### src/rtl/usbirq_pkg.sv
package usbirq_pkg;

  localparam int REG_AW = 8;

  localparam logic [REG_AW-1:0] OFS_REV      = 8'h00;
  localparam logic [REG_AW-1:0] OFS_CTRL     = 8'h14;
  localparam logic [REG_AW-1:0] OFS_VSTAT    = 8'h18;
  localparam logic [REG_AW-1:0] OFS_EOI      = 8'h24;
  localparam logic [REG_AW-1:0] OFS_EP_ST    = 8'h30;
  localparam logic [REG_AW-1:0] OFS_CORE_ST  = 8'h34;
  localparam logic [REG_AW-1:0] OFS_EP_SET   = 8'h38;
  localparam logic [REG_AW-1:0] OFS_CORE_SET = 8'h3C;
  localparam logic [REG_AW-1:0] OFS_EP_CLR   = 8'h40;
  localparam logic [REG_AW-1:0] OFS_CORE_CLR = 8'h44;
  localparam logic [REG_AW-1:0] OFS_PHY      = 8'hE0;
  localparam logic [REG_AW-1:0] OFS_MODE     = 8'hE8;

  typedef enum logic [3:0] {
    SEL_NONE,
    SEL_REV,
    SEL_CTRL,
    SEL_VSTAT,
    SEL_EOI,
    SEL_EP_ST,
    SEL_CORE_ST,
    SEL_EP_EN,
    SEL_CORE_EN,
    SEL_PHY,
    SEL_MODE
  } reg_sel_e;

  typedef struct packed {
    logic st_clr;
    logic en_set;
    logic en_clr;
  } grp_wr_t;

  function automatic reg_sel_e decode_sel(input logic [REG_AW-1:0] a);
    reg_sel_e s;
    unique case (a)
      OFS_REV:                  s = SEL_REV;
      OFS_CTRL:                 s = SEL_CTRL;
      OFS_VSTAT:                s = SEL_VSTAT;
      OFS_EOI:                  s = SEL_EOI;
      OFS_EP_ST:                s = SEL_EP_ST;
      OFS_CORE_ST:              s = SEL_CORE_ST;
      OFS_EP_SET, OFS_EP_CLR:   s = SEL_EP_EN;
      OFS_CORE_SET, OFS_CORE_CLR: s = SEL_CORE_EN;
      OFS_PHY:                  s = SEL_PHY;
      OFS_MODE:                 s = SEL_MODE;
      default:                  s = SEL_NONE;
    endcase
    return s;
  endfunction

endpackage

### src/rtl/usbirq_srcgrp.sv
module usbirq_srcgrp #(
  parameter int           W     = 9,
  parameter logic [W-1:0] VALID = '1
) (
  input  logic         clk,
  input  logic         rst_n,
  input  logic [W-1:0] evt_i,
  input  logic [W-1:0] wdata_i,
  input  usbirq_pkg::grp_wr_t wr_i,
  output logic [W-1:0] stat_o,
  output logic [W-1:0] en_o,
  output logic [W-1:0] evt_q_o,
  output logic         pend_o
);

  logic [W-1:0] evt_q;
  logic [W-1:0] stat_q, stat_d;
  logic [W-1:0] en_q, en_d;
  logic [W-1:0] rise;
  logic [W-1:0] clr_mask;
  logic         stat_ce;
  logic         en_ce;

  always_comb begin
    rise     = evt_i & ~evt_q;
    clr_mask = wr_i.st_clr ? wdata_i : '0;
    // a new rise wins over an acknowledge of the same bit
    stat_d   = ((stat_q & ~clr_mask) | rise) & VALID;
    stat_ce  = (|rise) | wr_i.st_clr;
  end

  always_comb begin
    en_d = en_q;
    if (wr_i.en_set) en_d = en_d | wdata_i;
    if (wr_i.en_clr) en_d = en_d & ~wdata_i;
    en_d  = en_d & VALID;
    en_ce = wr_i.en_set | wr_i.en_clr;
  end

  always_ff @(posedge clk or negedge rst_n) begin
    if (!rst_n) begin
      evt_q <= '0;
    end else begin
      evt_q <= evt_i;
    end
  end

  always_ff @(posedge clk or negedge rst_n) begin
    if (!rst_n) begin
      stat_q <= '0;
    end else if (stat_ce) begin
      stat_q <= stat_d;
    end
  end

  always_ff @(posedge clk or negedge rst_n) begin
    if (!rst_n) begin
      en_q <= '0;
    end else if (en_ce) begin
      en_q <= en_d;
    end
  end

  assign stat_o  = stat_q;
  assign en_o    = en_q;
  assign evt_q_o = evt_q;
  assign pend_o  = |(stat_q & en_q);

endmodule

### src/rtl/usbirq_arm.sv
module usbirq_arm #(
  parameter int NUM_GRP = 2
) (
  input  logic               clk,
  input  logic               rst_n,
  input  logic [NUM_GRP-1:0] pend_i,
  input  logic               eoi_wr_i,
  input  logic               eoi_val_i,
  output logic               irq_o,
  output logic               armed_o
);

  logic any_pend;
  logic irq_q, irq_d;
  logic armed_q, armed_d;

  always_comb begin
    any_pend = |pend_i;
    if (eoi_wr_i && !eoi_val_i) begin
      irq_d = 1'b0;
    end else begin
      // once raised the line holds until sources drain; raising needs arm
      irq_d = any_pend & (irq_q | armed_q);
    end
    if (eoi_wr_i) begin
      armed_d = eoi_val_i;
    end else if (irq_q) begin
      armed_d = 1'b0;
    end else begin
      armed_d = armed_q;
    end
  end

  always_ff @(posedge clk or negedge rst_n) begin
    if (!rst_n) begin
      irq_q   <= 1'b0;
      armed_q <= 1'b1;
    end else begin
      irq_q   <= irq_d;
      armed_q <= armed_d;
    end
  end

  assign irq_o   = irq_q;
  assign armed_o = armed_q;

endmodule

### src/rtl/usbirq_ctlregs.sv
module usbirq_ctlregs #(
  parameter int          DW       = 32,
  parameter int          RST_BIT  = 0,
  parameter logic [DW-1:0] PHY_RST = 32'h0020_0000
) (
  input  logic          clk,
  input  logic          rst_n,
  input  logic [DW-1:0] wdata_i,
  input  logic          ctrl_wr_i,
  input  logic          phy_wr_i,
  input  logic          mode_wr_i,
  input  logic          vbus_i,
  output logic          core_rst_o,
  output logic          vbus_q_o,
  output logic [DW-1:0] phy_o,
  output logic [DW-1:0] mode_o
);

  logic          rst_pulse_q, rst_pulse_d;
  logic          vbus_q;
  logic [DW-1:0] phy_q;
  logic [DW-1:0] mode_q;

  always_comb begin
    rst_pulse_d = ctrl_wr_i & wdata_i[RST_BIT];
  end

  always_ff @(posedge clk or negedge rst_n) begin
    if (!rst_n) begin
      rst_pulse_q <= 1'b0;
      vbus_q      <= 1'b0;
    end else begin
      rst_pulse_q <= rst_pulse_d;
      vbus_q      <= vbus_i;
    end
  end

  always_ff @(posedge clk or negedge rst_n) begin
    if (!rst_n) begin
      phy_q <= PHY_RST;
    end else if (phy_wr_i) begin
      phy_q <= wdata_i;
    end
  end

  always_ff @(posedge clk or negedge rst_n) begin
    if (!rst_n) begin
      mode_q <= '0;
    end else if (mode_wr_i) begin
      mode_q <= wdata_i;
    end
  end

  assign core_rst_o = rst_pulse_q;
  assign vbus_q_o   = vbus_q;
  assign phy_o      = phy_q;
  assign mode_o     = mode_q;

endmodule

### src/rtl/usbirq_wrap.sv
module usbirq_wrap #(
  parameter int          NUM_EP      = 16,
  parameter int          CORE_W      = 9,
  parameter logic [31:0] REVISION    = 32'h5A10_0100,
  parameter int          OTG_DIS_BIT = 21
) (
  input  logic              clk,
  input  logic              rst_n,
  input  logic [7:0]        reg_addr,
  input  logic              reg_wr,
  input  logic [31:0]       reg_wdata,
  output logic [31:0]       reg_rdata,
  input  logic [NUM_EP-1:0] ep_tx_evt,
  input  logic [NUM_EP-1:0] ep_rx_evt,
  input  logic [CORE_W-1:0] core_evt,
  input  logic              vbus_drv_in,
  output logic              irq_out,
  output logic              core_rst_out,
  output logic [31:0]       phy_ctl_out,
  output logic [31:0]       mode_out
);
  import usbirq_pkg::*;

  localparam int              EP_W     = 2 * NUM_EP;
  localparam logic [EP_W-1:0] EP_VALID = {{(NUM_EP-1){1'b1}}, 1'b0, {NUM_EP{1'b1}}};
  localparam logic [31:0]     PHY_RST  = 32'(1) << OTG_DIS_BIT;
  localparam int              NUM_GRP  = 2;

  reg_sel_e          sel;
  grp_wr_t           ep_wr, core_wr;
  logic              eoi_wr, ctrl_wr, phy_wr, mode_wr;
  logic [EP_W-1:0]   ep_evt;
  logic [EP_W-1:0]   ep_stat, ep_en, ep_evt_q;
  logic [CORE_W-1:0] core_stat, core_en, core_evt_q;
  logic [NUM_GRP-1:0] pend;
  logic              armed;
  logic              vbus_q;

  always_comb begin
    sel            = decode_sel(reg_addr);
    ep_wr.st_clr   = reg_wr && (reg_addr == OFS_EP_ST);
    ep_wr.en_set   = reg_wr && (reg_addr == OFS_EP_SET);
    ep_wr.en_clr   = reg_wr && (reg_addr == OFS_EP_CLR);
    core_wr.st_clr = reg_wr && (reg_addr == OFS_CORE_ST);
    core_wr.en_set = reg_wr && (reg_addr == OFS_CORE_SET);
    core_wr.en_clr = reg_wr && (reg_addr == OFS_CORE_CLR);
    eoi_wr         = reg_wr && (sel == SEL_EOI);
    ctrl_wr        = reg_wr && (sel == SEL_CTRL);
    phy_wr         = reg_wr && (sel == SEL_PHY);
    mode_wr        = reg_wr && (sel == SEL_MODE);
    ep_evt         = {ep_rx_evt, ep_tx_evt};
  end

  usbirq_srcgrp #(
    .W     (EP_W),
    .VALID (EP_VALID)
  ) u_ep_grp (
    .clk     (clk),
    .rst_n   (rst_n),
    .evt_i   (ep_evt),
    .wdata_i (reg_wdata[EP_W-1:0]),
    .wr_i    (ep_wr),
    .stat_o  (ep_stat),
    .en_o    (ep_en),
    .evt_q_o (ep_evt_q),
    .pend_o  (pend[0])
  );

  usbirq_srcgrp #(
    .W     (CORE_W),
    .VALID ({CORE_W{1'b1}})
  ) u_core_grp (
    .clk     (clk),
    .rst_n   (rst_n),
    .evt_i   (core_evt),
    .wdata_i (reg_wdata[CORE_W-1:0]),
    .wr_i    (core_wr),
    .stat_o  (core_stat),
    .en_o    (core_en),
    .evt_q_o (core_evt_q),
    .pend_o  (pend[1])
  );

  usbirq_arm #(
    .NUM_GRP (NUM_GRP)
  ) u_arm (
    .clk       (clk),
    .rst_n     (rst_n),
    .pend_i    (pend),
    .eoi_wr_i  (eoi_wr),
    .eoi_val_i (reg_wdata[0]),
    .irq_o     (irq_out),
    .armed_o   (armed)
  );

  usbirq_ctlregs #(
    .DW      (32),
    .RST_BIT (0),
    .PHY_RST (PHY_RST)
  ) u_ctl (
    .clk        (clk),
    .rst_n      (rst_n),
    .wdata_i    (reg_wdata),
    .ctrl_wr_i  (ctrl_wr),
    .phy_wr_i   (phy_wr),
    .mode_wr_i  (mode_wr),
    .vbus_i     (vbus_drv_in),
    .core_rst_o (core_rst_out),
    .vbus_q_o   (vbus_q),
    .phy_o      (phy_ctl_out),
    .mode_o     (mode_out)
  );

  always_comb begin
    unique case (sel)
      SEL_REV:     reg_rdata = REVISION;
      SEL_VSTAT:   reg_rdata = {31'd0, vbus_q};
      SEL_EP_ST:   reg_rdata = 32'(ep_stat);
      SEL_CORE_ST: reg_rdata = 32'(core_stat);
      SEL_EP_EN:   reg_rdata = 32'(ep_en);
      SEL_CORE_EN: reg_rdata = 32'(core_en);
      SEL_PHY:     reg_rdata = phy_ctl_out;
      SEL_MODE:    reg_rdata = mode_out;
      default:     reg_rdata = 32'd0;
    endcase
  end

endmodule

### config.mk
export PLATFORM = sky130hd
export DESIGN_NAME = usbirq_wrap
export DESIGN_NICKNAME = d
export VERILOG_FILES = /design/src/rtl/usbirq_pkg.sv /design/src/rtl/usbirq_srcgrp.sv /design/src/rtl/usbirq_arm.sv /design/src/rtl/usbirq_ctlregs.sv /design/src/rtl/usbirq_wrap.sv
export SDC_FILE = /design/constraint.sdc
export NUM_CORES = 1
export LEC_CHECK = 0
export BUFFER_PORTS_ARGS = -buffer_cell sky130_fd_sc_hd__buf_4
export CAP_MARGIN = 20
export CORE_ASPECT_RATIO = 1.4
export CORE_MARGIN = 10
export CORE_UTILIZATION = 55
export CTS_BUF_LIST = sky130_fd_sc_hd__clkbuf_4 sky130_fd_sc_hd__clkbuf_8
export CTS_CLUSTER_DIAMETER = 200
export DETAILED_ROUTE_END_ITERATION = 12
export PLACE_DENSITY = 0.81
export SETUP_SLACK_MARGIN = 0.5
export SYNTH_ARGS = -nofsm -noshare
export SYNTH_HDL_FRONTEND = slang
export SYNTH_SLANG_ARGS = --single-unit
### constraint.sdc
create_clock -name clk -period 4.4 [get_ports clk]
set_input_delay 0 -clock clk [delete_from_list [all_inputs] [get_ports clk]]
set_output_delay 0 -clock clk [all_outputs]
set_load 0.1 [all_outputs]
==> impl_metrics.json <==
{
  "crit_path_max_fanout": 18,
  "yosys-top-cells-area": "dfrtp_1, mux2_2, a21oi_1, a22o_1, nand2_1",
  "cts_root_buf": "clkbuf_8",
  "vias": 6880,
  "fin_hold_ws_ps": -0.883,
  "hp-class": "input port to async pin",
  "totalWireLength_mm": 25.6,
  "postSynthAreaPerCell_um2": 11.7,
  "gr-usage-met1_pct": 29.8,
  "drc": 0,
  "violations": "negative hold slack",
  "routabilityCongestion": 0.930,
  "p_sw_share_pct": 31.5,
  "clock_path_buffers": 2,
  "max_cap_violations": 0,
  "cts_sinks": 188,
  "final-setup-viol-count": 0,
  "grt_start_max_net_pins": 119,
  "post_cts_buffers": 0,
  "synth.top_cell.area_share_pct": 58.5,
  "fmax_ghz": 0.297,
  "fin_tns_setup_ps": 0,
  "syn_nets": 767,
  "required_ps": 4400,
  "internal_power_uw": 2490,
  "p_seq_share_pct": 51.0,
  "ant_nets": 0,
  "outcome": "finished with violations",
  "routedWlPerCell_um": 22.7,
  "slew_violations": 0,
  "cts_tree": "done",
  "area_growth_pct": 33.9,
  "die_w_um": 122,
  "dieArea_mm2": 0.0197,
  "viasPerCell": 6.11,
  "top_usage_layer": "met2",
  "clk-insertion-delay-late_ps": 470,
  "critPathKind": "input port to primary output",
  "synth_area_mm2": 0.00796,
  "slew_headroom_pct": 31.2,
  "netSwitchingPower_uw": 1140,
  "coreArea_mm2": 0.0140,
  "power_frac_comb_pct": 17.3,
  "htreeDepth": 4,
  "ys_seq_area_share_pct": 59.2,
  "synth_edf_count": 0,
  "synth-main-ff-cell": "dfrtp_1",
  "yosys.area.top_type": "dfrtp_1",
  "use_met2_pct": 44.5,
  "drtIter0Drc": 650,
  "grt_usage_pct": 26.0,
  "finalNetCount": 1013,
  "finalCritPeriodShare_pct": 76.5,
  "p_leak_uw": 0.00528,
  "dp_hpwl_mm": 16.9,
  "rsz0062_at_grt": "no",
  "multi_input_area_mm2": 0.00291,
  "clk_pin_slew_ps": 100,
  "min_period_ps": 3370,
  "io_buffers": 181,
  "grt_pass1_wl_mm": 40.3,
  "finalPower_uw": 3630,
  "hold_viol": 1,
  "start_util_pct": 56.7,
  "dr.pass1.iters": 6,
  "regArea_mm2": 0.00471,
  "fill_cells": 905,
  "gr-usage-met3_pct": 6.38,
  "row_count": 51,
  "grt.overflow.total": 0,
  "power_density_mw_per_mm2": 341,
  "die_height_um": 162,
  "n_antenna_cell": 0,
  "cp-end-kind": "primary output",
  "ys_ff_latch": 188,
  "arrival_ps": 3370,
  "yosys_warnings": 0,
  "numCtsBuffers": 17,
  "worst_slew_pin_slew_ps": 1030,
  "synth-async-reset-ratio_pct": 100,
  "clkPwrFrac_pct": 31.8,
  "ios": 183,
  "peakVddDrop_v": 0.000207,
  "synth_cell_types": 45,
  "syn_inst": 682,
  "antenna_found_initial": 0,
  "grt_pass1_vias": 7549,
  "cp-start-kind": "input port",
  "skew_ps": 11.3,
  "drive_above_1_share_pct": 32.2
}
-- repair_timing --
action | 4_1_cts | 5_1_grt
hold buffers | 77 | 0
hold endpoints to repair | 303 | 0
resized for setup | 0 | 0
-- final timing paths --
path | depth (start not counted) | start | to | slack [ps]
worst max register to register | 5 | u_ep_grp.stat_o[24] | u_arm.irq_o | 2420
worst max-delay path | 8 | reg_addr[1] | reg_rdata[8] | 1030
worst min-delay path | 2 | rst_n | u_ctl.phy_o[15] | -0.9
min in group clk | 3 | reg_addr[2] | u_ctl.core_rst_o | 70
worst min register to register | 1 | u_core_grp.evt_q_o[0] | u_core_grp.stat_o[0] | 440
max in group asynchronous | 4 | rst_n | u_arm.armed_o | 3080
-- layer usage --
layer,up-vias,part of all wire (%)
li1,2982,-
met1,3430,35
met2,410,53
met3,58,9.2
met4,0,3.1
met5,-,0
-- cells in the final DEF (no fill, tap or decap), drive strengths merged, types with 2 or more instances in the layout --
cell / instances
and3: 3
clkbuf: 18
a22o: 41
inv: 53
a31oi: 2
or4b: 2
nor2: 14
or3: 2
a221oi: 8
buf: 193
dfstp: 2
nand2: 86
nor4b: 3
nor2b: 2
a222oi: 17
mux2i: 2
clkinvlp: 2
clkinv: 3
nor3: 8
nand4: 6
dlygate4sd3: 77
a221o: 16
a21oi: 83
dfrtp: 186
mux2: 65
o21ai: 3
a22oi: 30
-- power by group through the flow --
stage                     clock network [uW]  registers (uW)  logic (uW)
after floorplan                            0            2110         120
after global placement                     0            1880         552
after detailed placement                   0            1880         565
after CTS                               1170            1850         622
after global routing                    1250            1860         659
final                                   1150            1850         627
-- logic make-up after synthesis --
kind of cell	count (synthesis)	synth area share (%)
multiplexers	67	9.50
flip-flops	188	59.2
buffers and inverters	88	4.54
AND/OR/NAND/NOR	133	8.08
AO/OA/AOI/OAI	206	18.7
-- cell usage after synthesis (all sizes together), types with 6 or more instances --
cell and count:
a22o 41, nor2 14, clkbuf 21, a22oi 30, buf 22, a222oi 17, nor3 8, inv 45
mux2 65, nand4 6, a221oi 8, nand2 86, a221o 16, dfrtp 186, a21oi 83
-- critical path, stage by stage --
cell and delay, ps:
dlygate4sd3_1 540, buf_4 160, nor3_1 460, and3_1 800, a31oi_1 170, nor2_1 620
a221o_1 300, buf_4 300
-- per-stage QoR --
stage / instance area (um^2) / std cells / util, % / setup WS (ps)
2_1_floorplan: 7960 / 682 / - / 1110
3_3_place_gp: 9460 / 1016 / 67.4 / 1450
3_5_place_dp: 9460 / 1016 / 67.4 / 1430
4_1_cts: 10600 / 1125 / 75.7 / 1120
5_1_grt: 10700 / 1126 / 75.9 / 890
6_report: 10700 / 1126 / 75.9 / 1030
-- area by class of cell --
type / instances / share of cell area (%)
clock buffers: 18 / 2.33
flip-flops and latches: 188 / 44.2
clock inverters: 14 / 1.42
repair buffers: 270 / 21.1
inverters: 45 / 1.59
multi-input cells: 406 / 27.3
well taps: 185 / 2.17
Note: power is estimated with default switching activity, not from simulation.
